### src/rtl/mapper_pkg.sv
package mapper_pkg;

  localparam int NUM_REGS = 4;
  localparam int REG_W    = 8;
  localparam int IDX_W    = $clog2(NUM_REGS);
  localparam int OFFS_W   = 15;   // 32 KiB window offset
  localparam int WRAM_AW  = 13;   // 8 KiB work RAM
  localparam int CHR_AW   = 13;   // 8 KiB pattern RAM
  localparam int RAW_BANK_W = 8;  // 4 outer + 4 inner bits

  // Mode selector built from register 3 bits 2 and 0
  typedef enum logic [1:0] {
    MODE_PAIR   = 2'b00,   // reg0[3:2], reg1[1] in bit 1
    MODE_QUAD   = 2'b01,   // reg0[3:2] only
    MODE_SHIFT  = 2'b10,   // reg0[3:1], reg1[1] in bit 0
    MODE_DIRECT = 2'b11    // reg0[3:0]
  } bankMode_t;

  // Strobes from control to datapath
  typedef struct packed {
    logic [NUM_REGS-1:0] regLoad;
    logic                romRead;
    logic                wramSel;
    logic                wramWrite;
  } ctlStrobes_t;

  function automatic logic [REG_W-1:0] resetValue(input int idx);
    case (idx)
      0:       return 8'h03;
      3:       return 8'h07;
      default: return 8'h00;
    endcase
  endfunction

endpackage

### src/rtl/mapperCtrl.sv
module mapperCtrl
  import mapper_pkg::*;
(
  input  logic              clk,
  input  logic              rstN,
  input  logic [3:0]        cpuPage,   // CPU A15:A12
  input  logic [IDX_W-1:0]  regIdx,    // CPU A9:A8
  input  logic              cpuWr,
  input  logic              cpuRd,
  output ctlStrobes_t       strobes
);

  localparam logic [3:0] REG_PAGE = 4'h5;

  logic regPageHit;
  logic wramHit;
  logic cpuActive;

  assign regPageHit = (cpuPage == REG_PAGE);
  assign wramHit    = (cpuPage[3:1] == 3'b011);
  assign cpuActive  = cpuRd | cpuWr;

  for (genvar i = 0; i < NUM_REGS; i++) begin : g_load
    assign strobes.regLoad[i] = cpuWr & regPageHit & (regIdx == IDX_W'(i));
  end

  assign strobes.romRead   = cpuRd & cpuPage[3];
  assign strobes.wramSel   = cpuActive & wramHit;
  assign strobes.wramWrite = cpuWr & wramHit;

  AST_ONE_LOAD: assert property (@(posedge clk) disable iff (!rstN)
    $onehot0(strobes.regLoad)) else $error("multiple register loads");

  AST_LOAD_NEEDS_WRITE: assert property (@(posedge clk) disable iff (!rstN)
    (strobes.regLoad != '0) |-> (cpuWr && !strobes.wramSel && !strobes.romRead))
    else $error("register load without a write in the register page");

  AST_SEL_EXCL: assert property (@(posedge clk) disable iff (!rstN)
    !(strobes.wramSel && strobes.romRead)) else $error("ROM and RAM both selected");

  AST_WE_IN_SEL: assert property (@(posedge clk) disable iff (!rstN)
    strobes.wramWrite |-> strobes.wramSel) else $error("RAM write outside select");

endmodule

### src/rtl/mapperDatapath.sv
module mapperDatapath
  import mapper_pkg::*;
#(
  parameter int NUM_BANKS = 11,
  localparam int BANK_W = (NUM_BANKS > 1) ? $clog2(NUM_BANKS) : 1,
  localparam int ROM_AW = BANK_W + OFFS_W
)(
  input  logic              clk,
  input  logic              rstN,
  input  ctlStrobes_t       strobes,
  input  logic [REG_W-1:0]  cpuWrData,
  input  logic [OFFS_W-1:0] cpuOffset,
  output logic [ROM_AW-1:0] romAddr
);

  logic [REG_W-1:0]      cfgReg [NUM_REGS];
  bankMode_t             mode;
  logic [3:0]            innerBank;
  logic [RAW_BANK_W-1:0] rawBank;
  logic [BANK_W-1:0]     bankSel;

  // Configuration register file
  for (genvar i = 0; i < NUM_REGS; i++) begin : g_reg
    always_ff @(posedge clk) begin
      if (!rstN) begin
        cfgReg[i] <= resetValue(i);
      end else if (strobes.regLoad[i]) begin
        cfgReg[i] <= cpuWrData;
      end
    end

    AST_REG_LOAD: assert property (@(posedge clk) disable iff (!rstN)
      strobes.regLoad[i] |=> (cfgReg[i] == $past(cpuWrData)))
      else $error("register %0d did not take write data", i);

    AST_REG_HOLD: assert property (@(posedge clk) disable iff (!rstN)
      !strobes.regLoad[i] |=> $stable(cfgReg[i]))
      else $error("register %0d changed without a write", i);
  end

  // Mode from two non-adjacent bits of register 3
  assign mode = bankMode_t'({cfgReg[3][2], cfgReg[3][0]});

  always_comb begin
    case (mode)
      MODE_PAIR:   innerBank = {cfgReg[0][3:2], cfgReg[1][1], 1'b0};
      MODE_QUAD:   innerBank = {cfgReg[0][3:2], 2'b00};
      MODE_SHIFT:  innerBank = {cfgReg[0][3:1], cfgReg[1][1]};
      default:     innerBank = cfgReg[0][3:0];
    endcase
  end

  assign rawBank = {cfgReg[2][3:0], innerBank};

  // Wrap to the populated bank count
  generate
    if ((1 << BANK_W) == NUM_BANKS) begin : g_pow2
      assign bankSel = rawBank[BANK_W-1:0];
    end else begin : g_mod
      function automatic logic [BANK_W-1:0] wrapBank(input logic [RAW_BANK_W-1:0] b);
        logic [RAW_BANK_W-1:0] r;
        r = b % RAW_BANK_W'(NUM_BANKS);
        return r[BANK_W-1:0];
      endfunction
      assign bankSel = wrapBank(rawBank);
    end
  endgenerate

  assign romAddr = {bankSel, cpuOffset};

  AST_OUTER_FIELD: assert property (@(posedge clk) disable iff (!rstN)
    rawBank[7:4] == cfgReg[2][3:0]) else $error("outer bank field mismatch");

  AST_QUAD_LOW: assert property (@(posedge clk) disable iff (!rstN)
    (cfgReg[3][2] == 1'b0 && cfgReg[3][0] == 1'b1) |-> (rawBank[1:0] == 2'b00))
    else $error("low bank bits not clear in mode 01");

  AST_DIRECT_LOW: assert property (@(posedge clk) disable iff (!rstN)
    (cfgReg[3][2] && cfgReg[3][0]) |-> (rawBank[3:0] == cfgReg[0][3:0]))
    else $error("direct mode low bits mismatch");

endmodule

### src/rtl/ppuSide.sv
module ppuSide
  import mapper_pkg::*;
(
  input  logic [13:0]       ppuAddr,
  input  logic              ppuWr,
  input  logic              ppuRd,
  input  logic              mirrorVertical,
  output logic              chrCs,
  output logic              chrWe,
  output logic [CHR_AW-1:0] chrAddr,
  output logic              ntA10
);

  assign chrCs   = (ppuRd | ppuWr) & ~ppuAddr[13];
  assign chrWe   = chrCs & ppuWr;
  assign chrAddr = ppuAddr[CHR_AW-1:0];
  assign ntA10   = mirrorVertical ? ppuAddr[10] : ppuAddr[11];

endmodule

### src/rtl/prgBankMapper.sv
module prgBankMapper
  import mapper_pkg::*;
#(
  parameter int NUM_BANKS = 11,
  localparam int BANK_W = (NUM_BANKS > 1) ? $clog2(NUM_BANKS) : 1,
  localparam int ROM_AW = BANK_W + 15
)(
  input  logic              clk,
  input  logic              rstN,
  input  logic [15:0]       cpuAddr,
  input  logic [7:0]        cpuWrData,
  input  logic              cpuWr,
  input  logic              cpuRd,
  input  logic [13:0]       ppuAddr,
  input  logic              ppuWr,
  input  logic              ppuRd,
  input  logic              mirrorVertical,
  output logic [ROM_AW-1:0] romAddr,
  output logic              romCs,
  output logic              wramCs,
  output logic              wramWe,
  output logic [12:0]       wramAddr,
  output logic              chrCs,
  output logic              chrWe,
  output logic [12:0]       chrAddr,
  output logic              ntA10,
  output logic              irqN
);

  ctlStrobes_t strobes;

  mapperCtrl u_ctrl (
    .clk     (clk),
    .rstN    (rstN),
    .cpuPage (cpuAddr[15:12]),
    .regIdx  (cpuAddr[9:8]),
    .cpuWr   (cpuWr),
    .cpuRd   (cpuRd),
    .strobes (strobes)
  );

  mapperDatapath #(.NUM_BANKS(NUM_BANKS)) u_dp (
    .clk       (clk),
    .rstN      (rstN),
    .strobes   (strobes),
    .cpuWrData (cpuWrData),
    .cpuOffset (cpuAddr[14:0]),
    .romAddr   (romAddr)
  );

  ppuSide u_ppu (
    .ppuAddr        (ppuAddr),
    .ppuWr          (ppuWr),
    .ppuRd          (ppuRd),
    .mirrorVertical (mirrorVertical),
    .chrCs          (chrCs),
    .chrWe          (chrWe),
    .chrAddr        (chrAddr),
    .ntA10          (ntA10)
  );

  assign romCs    = strobes.romRead;
  assign wramCs   = strobes.wramSel;
  assign wramWe   = strobes.wramWrite;
  assign wramAddr = cpuAddr[12:0];
  assign irqN     = 1'b1;

  AST_ROM_OFFSET: assert property (@(posedge clk) disable iff (!rstN)
    romCs |-> (romAddr[14:0] == cpuAddr[14:0])) else $error("ROM offset mismatch");

endmodule

### config.mk
export PLATFORM = sky130hd
export DESIGN_NAME = prgBankMapper
export DESIGN_NICKNAME = d
export VERILOG_FILES = /design/src/rtl/mapper_pkg.sv /design/src/rtl/mapperCtrl.sv /design/src/rtl/mapperDatapath.sv /design/src/rtl/ppuSide.sv /design/src/rtl/prgBankMapper.sv
export SDC_FILE = /design/constraint.sdc
export NUM_CORES = 1
export LEC_CHECK = 0
export BUFFER_PORTS_ARGS = -buffer_cell sky130_fd_sc_hd__buf_2
export CAP_MARGIN = 20
export CORE_AREA = 2 2 65 67
export CTS_CLUSTER_SIZE = 12
export DETAILED_ROUTE_END_ITERATION = 8
export DIE_AREA = 0 0 67 69
export PLACE_DENSITY = 0.81
export SETUP_SLACK_MARGIN = 0.02
export SLEW_MARGIN = 20
export SYNTH_ARGS = -nofsm -noshare
export SYNTH_HDL_FRONTEND = slang
export SYNTH_SLANG_ARGS = --single-unit
### constraint.sdc
create_clock -name clk -period 6.88 [get_ports clk]
set_input_delay 0.688 -clock clk [delete_from_list [all_inputs] [get_ports clk]]
set_output_delay 0.688 -clock clk [all_outputs]
set_load 0.05 [all_outputs]
After elaboration in Yosys (flattened, before gate mapping)
Memories as Yosys holds them, arrays and structs flattened.
Cells that the tools add are included.

storage, ports and cells
  register bits after elaboration = 0
  bits in writable memories = 32
  word-level logic and storage cells = 47
  memories kept = 1

memories
  memory       depth  bits a word  rd ports  clocked after Yosys merged registers in  wr ports  line                  source
  u_dp.cfgReg  4      8            4         0                                        4         mapperDatapath.sv:16  logic [REG_W-1:0] cfgReg [NUM_REGS];

cells by class
  divide/modulo/power cells = 1
  equality and inequality tests = 7
  mux-type cells = 19
  bitwise operators = 17
  reduce and logical (&&, ||, !) cells = 2

operator list
  kind                 number
  $mux 8               4
  $mux 1               14
  $and 1x1->1          10
  $mod 8x4->8 const B  1
  $eq 2x2->1 const B   3
  $or 1x1->1           6
  $pmux 2 s3           1
  $eq 2x1->1 const B   2
  $eq 4x3->1 const B   1
  $logic_not 2->1      2
  $eq 3x2->1 const B   1
  $not 1->1            1

Longest topological paths before layout
  depth in word-level cells = 7
  mapped depth = 18
  depth with buffers taken out = 16

By module
A second synthesis with hierarchy kept.

second synthesis, totals
  cells, all modules = 206
  area, all modules = 1681.6 um2

modules (own cells, without submodules)
  module          times used  cells an instance  area each (um2)
  mapperDatapath  1           163                1358.8
  ppuSide         1           16                 128.9
  prgBankMapper   1           15                 108.9
  mapperCtrl      1           12                 85.1

Least setup slack after synthesis
No wires, ideal clock.

  path type = register to output
  start = mem u_dp.cfgReg[2][1], in the netlist u_dp.cfgReg[1][1]
  end = out romAddr[15]
  data arrival time = 3.852 ns
  data required time = 6.192 ns
  setup slack = 2.340 ns
  stages on the path, launching flop included = 14
  cell sequence = edfxtp_1 buf_6 a211o_1 a221o_1 a22o_4 ha_1 a21oi_1 a31oi_1 nor2_1 o21ai_0 ha_1 o41ai_2 o31ai_4 xnor2_1

RTL lines
  item         line                  source
  from (decl)  mapperDatapath.sv:16
  to (decl)    prgBankMapper.sv:18   output logic [ROM_AW-1:0] romAddr,

==> results.toml <==
[outcome]
status = "finished, final reports clean"

[cts]
post_cts_buffers = 0
numCtsBuffers = 3
cts_buffer_depth = 2
cts_sinks = 11
post_cts_resize_count = 0
cts_tree = "built"
holdBufCountCts = 0
cts_root_buf = "clkbuf_8"
h-tree-depth = 1
clk_pin_slew_ns = 0.05

[critical_path]
cpPeakStageDelay_ns = 0.83
path_common_cell = "ha_1"
crit_end = "romAddr[16]"
worstPathRequired_ns = 6.19
critPathLaunch = "u_dp.cfgReg[0][2]"
cp.arrival_ns = 4.66
crit_path_end_kind = "output pin"
crit_slowest_cell = "edfxtp_1"
crit_chain = "nor3_1 -> a211o_1 -> a221o_1 -> a22o_4 -> ha_1 -> a21oi_1 -> a31oi_1 -> a211oi_1 -> nand2_1 -> o21ai_0 -> ha_1 -> nor2_1 -> nand3_1 -> o41ai_2 -> o31ai_4 -> mux2_4 -> buf_2"
cp-start-kind = "register"
crit_fanout = 24
crit_type = "reg2out"

[sta]
period_share_pct = 77.77
min_period_ns = 5.351
timing.fmax_mhz = 186.9
max_slew_margin_pct = 49.16
grt_setup_unrepaired = "no"
hold_viol_final = 0
slew_violations = 0
tns_ns = 0
setup_viol = 0
tightest_slew_ns = 0.7626

[floorplan]
die_w_um = 67
placementRows = 23
start_util_pct = 47.83
core_area_mm2 = 0.003914
dieHeight_um = 69
ios = 97
die_area_mm2 = 0.004623

[drt]
wl_per_cell_um = 14.26
first_iter_violations = 127
vias = 1491
wirelength_um = 3708
drc = 0
viasPerCell = 5.735
ant_nets = 0
firstDrtPassIters = 4

[yosys]
ys_seq_area_share_pct = 17.65
synth_top_flop_cell = "edfxtp_1"
syn_inst = 221
async_reset_ff_share_pct = 0
synth_fp_nets = 268
synth_edf_count = 11
netlist_area_mm2 = 0.001872
syn_avg_cell_area_um2 = 8.470
synth_cell_type_count = 74
ys_warn_count = 0
ys_seq_elements = 11

[pwr]
power_density_mw_per_mm2 = 182.2
pwr-share-clk_pct = 19.1
p_seq_share_pct = 27.9
p_int_uw = 178.4
switching_share_pct = 44.34
p_leak_nw = 0.7142
irDropWorstVdd_uv = 108.9
p_comb_share_pct = 52.9
p_switching_uw = 142.1

[layout]
layout-drive-gt1-share_pct = 30.00
nFillCells = 397
antenna_cells = 0
stdcell_count = 260
top_register = "u_dp.cfgReg"
top_regs = "u_dp.cfgReg x11"
synthToLayoutAreaGrowth_pct = -6.016
final_common_cell = "buf_2"
nets = 258
final_cell_mix = "39 x buf_2, 14 x nand2_1, 11 x nor2_1, 11 x edfxtp_1, 9 x inv_1"
largest_reg_flops = 11

[placed_design]
post-place-cells = 256
dp_hpwl_um = 2991
io_buffers = 39
place.gp.congestion = 0.8271

[global_route]
grt_pass1_wl_um = 6147
grt_usage_pct = 16.26
grt_pass1_vias = 1391
gr-total-overflow = 0
grt_max_degree = 26
antenna_found_initial = 0

[hold_path]
holdCritPathClass = "in2reg"

[run]
drv_cap = 0
## cell families (layout without fill, tap and decap cells)
| logic type | Yosys count | count (layout) | share of synthesized area, % |
|---|---|---|---|
| other cells | 1 | 1 | 0.2003 |
| xor+xnor | 4 | 4 | 1.871 |
| fa+ha+maj | 2 | 2 | 1.337 |
| simple gates | 75 | 75 | 23.86 |
| flops | 11 | 11 | 17.65 |
| compound gates | 60 | 60 | 28.41 |
| buf+inv | 64 | 53 | 24.20 |
| mux | 4 | 4 | 2.473 |
## synth_stat cells (all sizes together) (4+ instances only)
library cell	n	area, um^2
nand3	7	40.04
o211ai	4	35.03
a21oi	7	35.03
inv	10	37.53
xnor2	4	35.03
buf	53	411.6
o21ai	7	38.78
or3	6	37.54
edfxtp	11	330.3
and2	7	43.79
nand2b	8	50.05
nand2	14	52.55
o22ai	4	38.79
nor2	11	41.29
## worst max-delay path, delay by kind of cell (launching register included)
family                   cells  cell delay (ns)
AO/OA/AOI/OAI                9             2.10
adder cells (fa/ha/maj)      2             0.51
AND/OR/NAND/NOR              4             0.44
buffers and inverters        1             0.21
flip-flops                   1             0.83
multiplexers                 1             0.32
## power groups by stage
stage / clock [mW] / combinational [mW] / sequential (mW)
after floorplan: 0 / 0.203 / 0.0808
after global placement: 0 / 0.166 / 0.0900
after detailed placement: 0 / 0.170 / 0.0905
after CTS: 0.0617 / 0.170 / 0.0893
after global routing: 0.0656 / 0.182 / 0.0912
final: 0.0613 / 0.170 / 0.0896
## how the worst min path moves through the flow
stage / start / slack, ns / cells after the start / endpoint
after CTS: cpuWrData[3] / 0.75 / 2 / u_dp.cfgReg[1][3]
final: cpuWrData[3] / 0.75 / 2 / u_dp.cfgReg[1][3]
after global routing: cpuWrData[3] / 0.76 / 2 / u_dp.cfgReg[1][3]
after global placement: cpuWrData[3] / 0.98 / 2 / u_dp.cfgReg[1][3]
after detailed placement: cpuWrData[3] / 0.98 / 2 / u_dp.cfgReg[1][3]
after floorplan: cpuWrData[2] / 0.87 / 1 / u_dp.cfgReg[1][10]
## per-layer routing
metal  vias to the layer above  share of wire, %  track usage (%)
met5                         -                 0                0
met4                         0               1.6            3.855
met3                        14               7.1            2.284
met2                        63                55            29.15
met1                       675                37            19.96
li1                        739                 -                -
## cell type report
class                   instances  area [um^2]  share of cell area (%)
flip-flops and latches         11        330.3                   18.78
clock buffers                   4        45.04                   2.560
multi-input cells             146         1089                   61.88
inverters                      10        37.54                   2.134
repair buffers                 39        195.2                   11.10
well taps                      50        62.56                   3.556
## stage by stage
stage	setup slack, ns	power (mW)	area (um^2)	util (%)	hold slack (ns)
2_1_floorplan	2.340	0.2841	1872	-	0.8672
3_3_place_gp	1.935	0.2561	1714	43.80	0.9837
3_5_place_dp	1.820	0.2601	1714	43.80	0.9821
4_1_cts	1.537	0.3213	1759	44.95	0.7472
5_1_grt	1.167	0.3391	1759	44.95	0.7597
6_report	1.529	0.3206	1759	44.95	0.7514
(Power assumes the default switching activity.)
